[src/rtl/qd_pkg.sv]
// Shared encodings for the conditional instruction decoder.
package qd_pkg;
    localparam logic [3:0] OPC_MOVL = 4'h0;
    localparam logic [3:0] OPC_SETH = 4'h1;
    localparam logic [3:0] OPC_STR  = 4'h4;
    localparam logic [3:0] OPC_LDR  = 4'h5;
    localparam logic [3:0] OPC_ADD  = 4'h8;
    localparam logic [3:0] OPC_SUB  = 4'h9;
    localparam logic [3:0] OPC_AND  = 4'hA;
    localparam logic [3:0] OPC_ORR  = 4'hB;

    typedef enum logic [1:0] {ALU_ADD = 2'd0, ALU_SUB = 2'd1, ALU_AND = 2'd2, ALU_OR = 2'd3} alu_op_e;
    typedef enum logic [1:0] {WB_ALU = 2'd0, WB_IMM_LO = 2'd1, WB_IMM_HI = 2'd2, WB_MEM = 2'd3} wb_src_e;

    typedef struct packed {
        logic reg_we;
        logic flag_we;
        logic mem_rd;
        logic mem_wr;
    } side_fx_t;
endpackage

[src/rtl/qd_fields.sv]
// Field splitter: cuts an instruction word into opcode, condition bit,
// register codes and immediate. Assumes the fixed two-format layout; the
// reserved bits between register fields are not brought out.
module qd_fields #(
    parameter int INSTR_W = 16,
    parameter int RSEL_W  = 3,
    parameter int IMM_W   = 8,
    localparam int OP_W   = INSTR_W - 1 - RSEL_W - IMM_W
) (
    input  logic [INSTR_W-1:0] instr,
    output logic [OP_W-1:0]    opcode,
    output logic               cond,
    output logic [RSEL_W-1:0]  rd,
    output logic [RSEL_W-1:0]  ra,
    output logic [RSEL_W-1:0]  rb,
    output logic [IMM_W-1:0]   imm
);
    localparam int COND_BIT = INSTR_W - OP_W - 1;
    localparam int RD_LSB   = COND_BIT - RSEL_W;
    localparam int RA_LSB   = RSEL_W + 1;

    // Slice the fixed fields out of the word.
    always_comb begin
        opcode = instr[INSTR_W-1 -: OP_W];
        cond   = instr[COND_BIT];
        rd     = instr[RD_LSB +: RSEL_W];
        ra     = instr[RA_LSB +: RSEL_W];
        rb     = instr[0 +: RSEL_W];
        imm    = instr[0 +: IMM_W];
    end
endmodule

[src/rtl/qd_opclass.sv]
// Opcode classifier: produces the unconditional control set for an opcode.
// Assumes undefined opcodes behave as no-operations; the condition is
// applied later by the gate stage.
module qd_opclass #(
    parameter int INSTR_W = 16,
    parameter int RSEL_W  = 3,
    parameter int IMM_W   = 8,
    localparam int OP_W   = INSTR_W - 1 - RSEL_W - IMM_W
) (
    input  logic [OP_W-1:0]    opcode,
    input  logic [RSEL_W-1:0]  rd,
    input  logic [RSEL_W-1:0]  ra,
    input  logic [RSEL_W-1:0]  rb,
    input  logic [IMM_W-1:0]   imm,
    output logic [RSEL_W-1:0]  srca,
    output logic [RSEL_W-1:0]  srcb,
    output logic [INSTR_W-1:0] imm_out,
    output qd_pkg::alu_op_e    alu_op,
    output qd_pkg::wb_src_e    wb_src,
    output qd_pkg::side_fx_t   fx
);
    import qd_pkg::*;

    localparam int PAD_W = INSTR_W - IMM_W;

    // Map each opcode to operand routing, immediate and raw side effects.
    always_comb begin
        srca    = ra;
        srcb    = rb;
        imm_out = '0;
        alu_op  = ALU_ADD;
        wb_src  = WB_ALU;
        fx      = '0;
        unique case (opcode)
            OPC_MOVL: begin
                imm_out   = {{PAD_W{1'b0}}, imm};
                wb_src    = WB_IMM_LO;
                fx.reg_we = 1'b1;
            end
            OPC_SETH: begin
                imm_out   = {imm, {PAD_W{1'b0}}};
                srca      = rd;
                wb_src    = WB_IMM_HI;
                fx.reg_we = 1'b1;
            end
            OPC_STR: begin
                srcb      = rd;
                fx.mem_wr = 1'b1;
            end
            OPC_LDR: begin
                wb_src    = WB_MEM;
                fx.reg_we = 1'b1;
                fx.mem_rd = 1'b1;
            end
            OPC_ADD, OPC_SUB, OPC_AND, OPC_ORR: begin
                alu_op     = alu_op_e'(opcode[1:0]);
                fx.reg_we  = 1'b1;
                fx.flag_we = 1'b1;
            end
            default: ;
        endcase
    end
endmodule

[src/rtl/qd_cond_gate.sv]
// Condition gate: cancels all side effects of a conditional instruction
// whose zero flag is clear, drops writes to the zero register and decides
// whether the program counter loads the written value.
module qd_cond_gate #(
    parameter int RSEL_W = 3,
    localparam logic [RSEL_W-1:0] ZERO_CODE = '0,
    localparam logic [RSEL_W-1:0] PC_CODE   = '1
) (
    input  logic              cond,
    input  logic              zflag,
    input  logic [RSEL_W-1:0] rd,
    input  qd_pkg::side_fx_t  fx_raw,
    output qd_pkg::side_fx_t  fx_out,
    output logic              pc_load,
    output logic              exec
);
    logic run;

    // Execute unless conditional and the zero flag is clear.
    always_comb run = !cond || zflag;

    // Gate every side effect and resolve the pc source.
    always_comb begin
        fx_out         = run ? fx_raw : '0;
        fx_out.reg_we  = run && fx_raw.reg_we && (rd != ZERO_CODE);
        pc_load        = run && fx_raw.reg_we && (rd == PC_CODE);
        exec           = run;
    end
endmodule

[src/rtl/qd_decode.sv]
// Top of the conditional instruction decoder. Purely combinational: one
// instruction word in, one control set out in the same cycle. Assumes the
// datapath uses source A as memory address and B as store data.
module qd_decode #(
    parameter int INSTR_W = 16,
    parameter int RSEL_W  = 3,
    parameter int IMM_W   = 8
) (
    input  logic [INSTR_W-1:0] instr,
    input  logic               zflag,
    output logic [RSEL_W-1:0]  dst_sel,
    output logic [RSEL_W-1:0]  srca_sel,
    output logic [RSEL_W-1:0]  srcb_sel,
    output logic [INSTR_W-1:0] imm_val,
    output logic [1:0]         alu_op,
    output logic [1:0]         wb_src,
    output logic               reg_we,
    output logic               flag_we,
    output logic               mem_rd,
    output logic               mem_wr,
    output logic               pc_load,
    output logic               exec
);
    import qd_pkg::*;

    localparam int OP_W = INSTR_W - 1 - RSEL_W - IMM_W;

    logic [OP_W-1:0]   opcode;
    logic              cond;
    logic [RSEL_W-1:0] rd, ra, rb;
    logic [IMM_W-1:0]  imm;
    alu_op_e           alu_op_i;
    wb_src_e           wb_src_i;
    side_fx_t          fx_raw, fx_gated;

    qd_fields #(.INSTR_W(INSTR_W), .RSEL_W(RSEL_W), .IMM_W(IMM_W)) u_fields (
        .instr(instr), .opcode(opcode), .cond(cond),
        .rd(rd), .ra(ra), .rb(rb), .imm(imm)
    );

    qd_opclass #(.INSTR_W(INSTR_W), .RSEL_W(RSEL_W), .IMM_W(IMM_W)) u_class (
        .opcode(opcode), .rd(rd), .ra(ra), .rb(rb), .imm(imm),
        .srca(srca_sel), .srcb(srcb_sel), .imm_out(imm_val),
        .alu_op(alu_op_i), .wb_src(wb_src_i), .fx(fx_raw)
    );

    qd_cond_gate #(.RSEL_W(RSEL_W)) u_gate (
        .cond(cond), .zflag(zflag), .rd(rd), .fx_raw(fx_raw),
        .fx_out(fx_gated), .pc_load(pc_load), .exec(exec)
    );

    // Drive the flat output ports from the internal records.
    always_comb begin
        dst_sel = rd;
        alu_op  = alu_op_i;
        wb_src  = wb_src_i;
        reg_we  = fx_gated.reg_we;
        flag_we = fx_gated.flag_we;
        mem_rd  = fx_gated.mem_rd;
        mem_wr  = fx_gated.mem_wr;
    end
endmodule

[config.mk]
export PLATFORM = sky130hd
export DESIGN_NAME = qd_decode
export DESIGN_NICKNAME = d
export VERILOG_FILES = /design/src/rtl/qd_pkg.sv /design/src/rtl/qd_fields.sv /design/src/rtl/qd_opclass.sv /design/src/rtl/qd_cond_gate.sv /design/src/rtl/qd_decode.sv
export SDC_FILE = /design/constraint.sdc
export NUM_CORES = 1
export LEC_CHECK = 0
export BUFFER_PORTS_ARGS = -buffer_cell sky130_fd_sc_hd__buf_4
export CORE_AREA = 5 5 42 44
export DETAILED_ROUTE_END_ITERATION = 7
export DIE_AREA = 0 0 47 49
export PLACE_DENSITY = 0.85
export SLEW_MARGIN = 0
export SYNTH_ARGS = -nofsm -noshare
export SYNTH_HDL_FRONTEND = slang
export SYNTH_SLANG_ARGS = --single-unit
[constraint.sdc]
create_clock -name vclk -period 1.5
set_clock_uncertainty 0.15 [all_clocks]
set_input_delay 0.075 -clock vclk [all_inputs]
set_output_delay 0.075 -clock vclk [all_outputs]
set_load 0.05 [all_outputs]
==> flow_summary.rst <==
.. list-table::
   :header-rows: 1

   * - Metric
     - Value
   * - Status
     - complete, no violations
   * - DR pass1 iterations
     - 2
   * - Total wire length
     - 1480 µm
   * - Warning count from the yosys run
     - 0
   * - Total core area
     - 0.00140 mm²
   * - Worst hold path type
     - in -> out
   * - Unrepaired setup endpoints after global routing
     - false
   * - Count of antenna-violating nets left after detailed routing
     - 0
   * - # IOs
     - 52
   * - Mean number of vias per cell
     - roughly 4.7
   * - Top cell type's share of synthesized area
     - a little over a quarter
   * - Switching share of total power
     - a little over 60%
   * - Number of distinct library cells after synthesis
     - 19
   * - Fmax achieved
     - 0.697 GHz
   * - Post-cts sizing count
     - 0
   * - Global-route wire length before repair
     - 2290 µm
   * - Leakage power of the design
     - about 0.43 nW
   * - Leading cell types by total area after synthesis
     - sky130_fd_sc_hd__and2_1 26%, sky130_fd_sc_hd__nor4b_4 12%, sky130_fd_sc_hd__mux2_2 12%, sky130_fd_sc_hd__mux2_4 7.8%, sky130_fd_sc_hd__buf_4 5.9%
   * - NetSw
     - 0.183 mW
   * - Combinational share of power
     - 100.0%
   * - Remaining DRCs
     - 0
   * - Final min period
     - roughly 1.4 ns
   * - Maximum ir drop on the vdd rail
     - approximately 0.21 mV
   * - Power density over the cells
     - ~360 mW/mm²
   * - Most common cell in the synthesized netlist
     - sky130_fd_sc_hd__and2_1
   * - Int Pwr
     - roughly 0.11 mW
   * - Max-Slew Margin vs Limit
     - between 70 and 80%
   * - Overflow left after global routing
     - 0
   * - Gpl congestion
     - just under 0.7
   * - Critical Path Source Type
     - primary input
   * - Post-CTS setup buffers
     - 0
   * - Number of nets in the final layout
     - between 100 and 150
   * - Cell taking the most area after synthesis
     - sky130_fd_sc_hd__and2_1
   * - Mapped Cells
     - 45
   * - Clk_buf instances
     - 0
   * - Post-synth top cells
     - 16 x sky130_fd_sc_hd__and2_1, 4 x sky130_fd_sc_hd__mux2_2, 3 x sky130_fd_sc_hd__buf_4, 3 x sky130_fd_sc_hd__nor3b_1
   * - Width of the chip
     - 47 µm
   * - Sequential Area
     - 0 µm²
   * - Synth-to-layout area growth
     - 114%
   * - Total of buffers placed on input and output ports
     - 52
   * - Number of antenna violations at the first check in global routing
     - 0
   * - Fill cell instance count of the final layout
     - between 100 and 150
   * - DR vias
     - approximately 530
   * - Fraction of power consumed by sequential logic
     - 0%
   * - Number of pins with negative max-slew slack in the final report
     - 0
   * - Initial core utilization
     - 27.4%
   * - Required time worst endpoint
     - 1.27 ns
   * - Antenna fix cells
     - 0
   * - Number of max-cap violations
     - 0
   * - Routed len/inst
     - around 13 µm
   * - Slew at the pin closest to its max-slew limit
     - 0.349 ns
   * - Total power after layout
     - 0.294 mW
   * - Count of final hold-check violations
     - 0
   * - Placed wire-length estimate after detailed placement
     - 1300 µm
   * - Crit-path max FO
     - 11
   * - Number of hold buffers added after cts
     - 0
   * - Vias in the first global route
     - roughly 580
   * - Register area share after synthesis
     - 0%
   * - Arrival time of the worst setup path
     - approximately 1.2 ns
   * - Final setup fails
     - 0
   * - Critical path class
     - in -> out
   * - Clock power share
     - 0%
   * - GRT Total Usage
     - 12.6%
   * - Pin count of the biggest net entering global routing
     - 12
   * - Share of post-route cells with drive strength above 1
     - 74.2%
   * - Seq cells
     - 0
   * - Violation count after the first detailed-route iteration
     - 1
   * - Total number of placement rows
     - 14
   * - Final core utilization
     - approximately 59%
   * - Die footprint
     - around 0.0023 mm²
   * - Post-Syn Area
     - between 300 and 400 µm²
   * - Synth Net Count
     - just over 60
   * - Die boundary height
     - slightly below 50 µm
   * - Mean area per synthesized cell
     - around 8.5 µm²
   * - Worst Setup End Kind
     - output pin
   * - Final Cycle Share
     - between 90% and 100%
-- cell type report --
cell class,count,area [µm²],area share (%)
multi-input combinational,38,354,43.1
tap,16,20.0,2.44
inverter,2,7.51,0.913
timing repair buffer,57,440,53.6
-- path summary, 6_finish.rpt --
path  slack [ns]           to       from  cells past startpoint
max         0.06  srca_sel[2]  instr[14]                      5
min         0.30   dst_sel[0]   instr[8]                      2
-- critical path: stages --
cell and delay, ns:
sky130_fd_sc_hd__buf_4 0.13, sky130_fd_sc_hd__nor4b_4 0.33, sky130_fd_sc_hd__buf_12 0.17, sky130_fd_sc_hd__mux2_2 0.32, sky130_fd_sc_hd__buf_4 0.19
-- through the flow --
stage          TNS (ns)  std cells  setup slack [ns]  hold slack (ns)  instance area, µm²
3_5_place_dp          0        113            0.0667            0.298                 822
3_3_place_gp          0        113            0.0635            0.291                 822
2_1_floorplan    -0.456         45            -0.179           0.0663                 400
4_1_cts               0        113            0.0546            0.298                 822
6_report              0        113            0.0643            0.295                 822
5_1_grt               0        113            0.0192            0.302                 822
-- routing by layer --
metal / global-route usage [%] / routed length [µm] / part of all wire [%] / up-vias
li1: - / - / - / 255
met1: 15.7 / 578 / 39 / 232
met2: 20.4 / 646 / 44 / 41
met3: 6.27 / 258 / 17 / 0
met4: 0 / 0 / 0 / 0
met5: 0 / 0 / 0 / -
-- power by group through the flow --
| stage | clock network, mW | registers, mW | logic, mW |
|---|---|---|---|
| floorplan | 0 | 0 | 0.182 |
| finish | 0 | 0 | 0.294 |
| CTS | 0 | 0 | 0.297 |
| detailed placement | 0 | 0 | 0.296 |
| global placement | 0 | 0 | 0.292 |
| global route | 0 | 0 | 0.309 |
-- cells by family (layout without fill, tap and decap cells) --
kind of cell	Yosys count	count (layout)	synth area share [%]
AND/OR/NAND/NOR	30	30	61.9
buffers and inverters	7	59	12.0
multiplexers	6	6	19.5
AO/OA/AOI/OAI	2	2	6.51
-- placed cells by master, fill, tap and decap left out, drive strengths merged --
| cell | netlist | final |
|---|---|---|
| nand2b | 2 | 2 |
| inv | 2 | 2 |
| nor3 | 1 | 1 |
| nor4b | 2 | 2 |
| and2 | 16 | 16 |
| nor2 | 1 | 1 |
| buf | 4 | 57 |
| a221oi | 1 | 1 |
| nand2 | 1 | 1 |
| nor4 | 1 | 1 |
| o31a | 1 | 1 |
| and4 | 1 | 1 |
| mux2 | 6 | 6 |
| nor2b | 2 | 2 |
| nor3b | 3 | 3 |
Note: power is estimated with default switching activity, not from simulation.
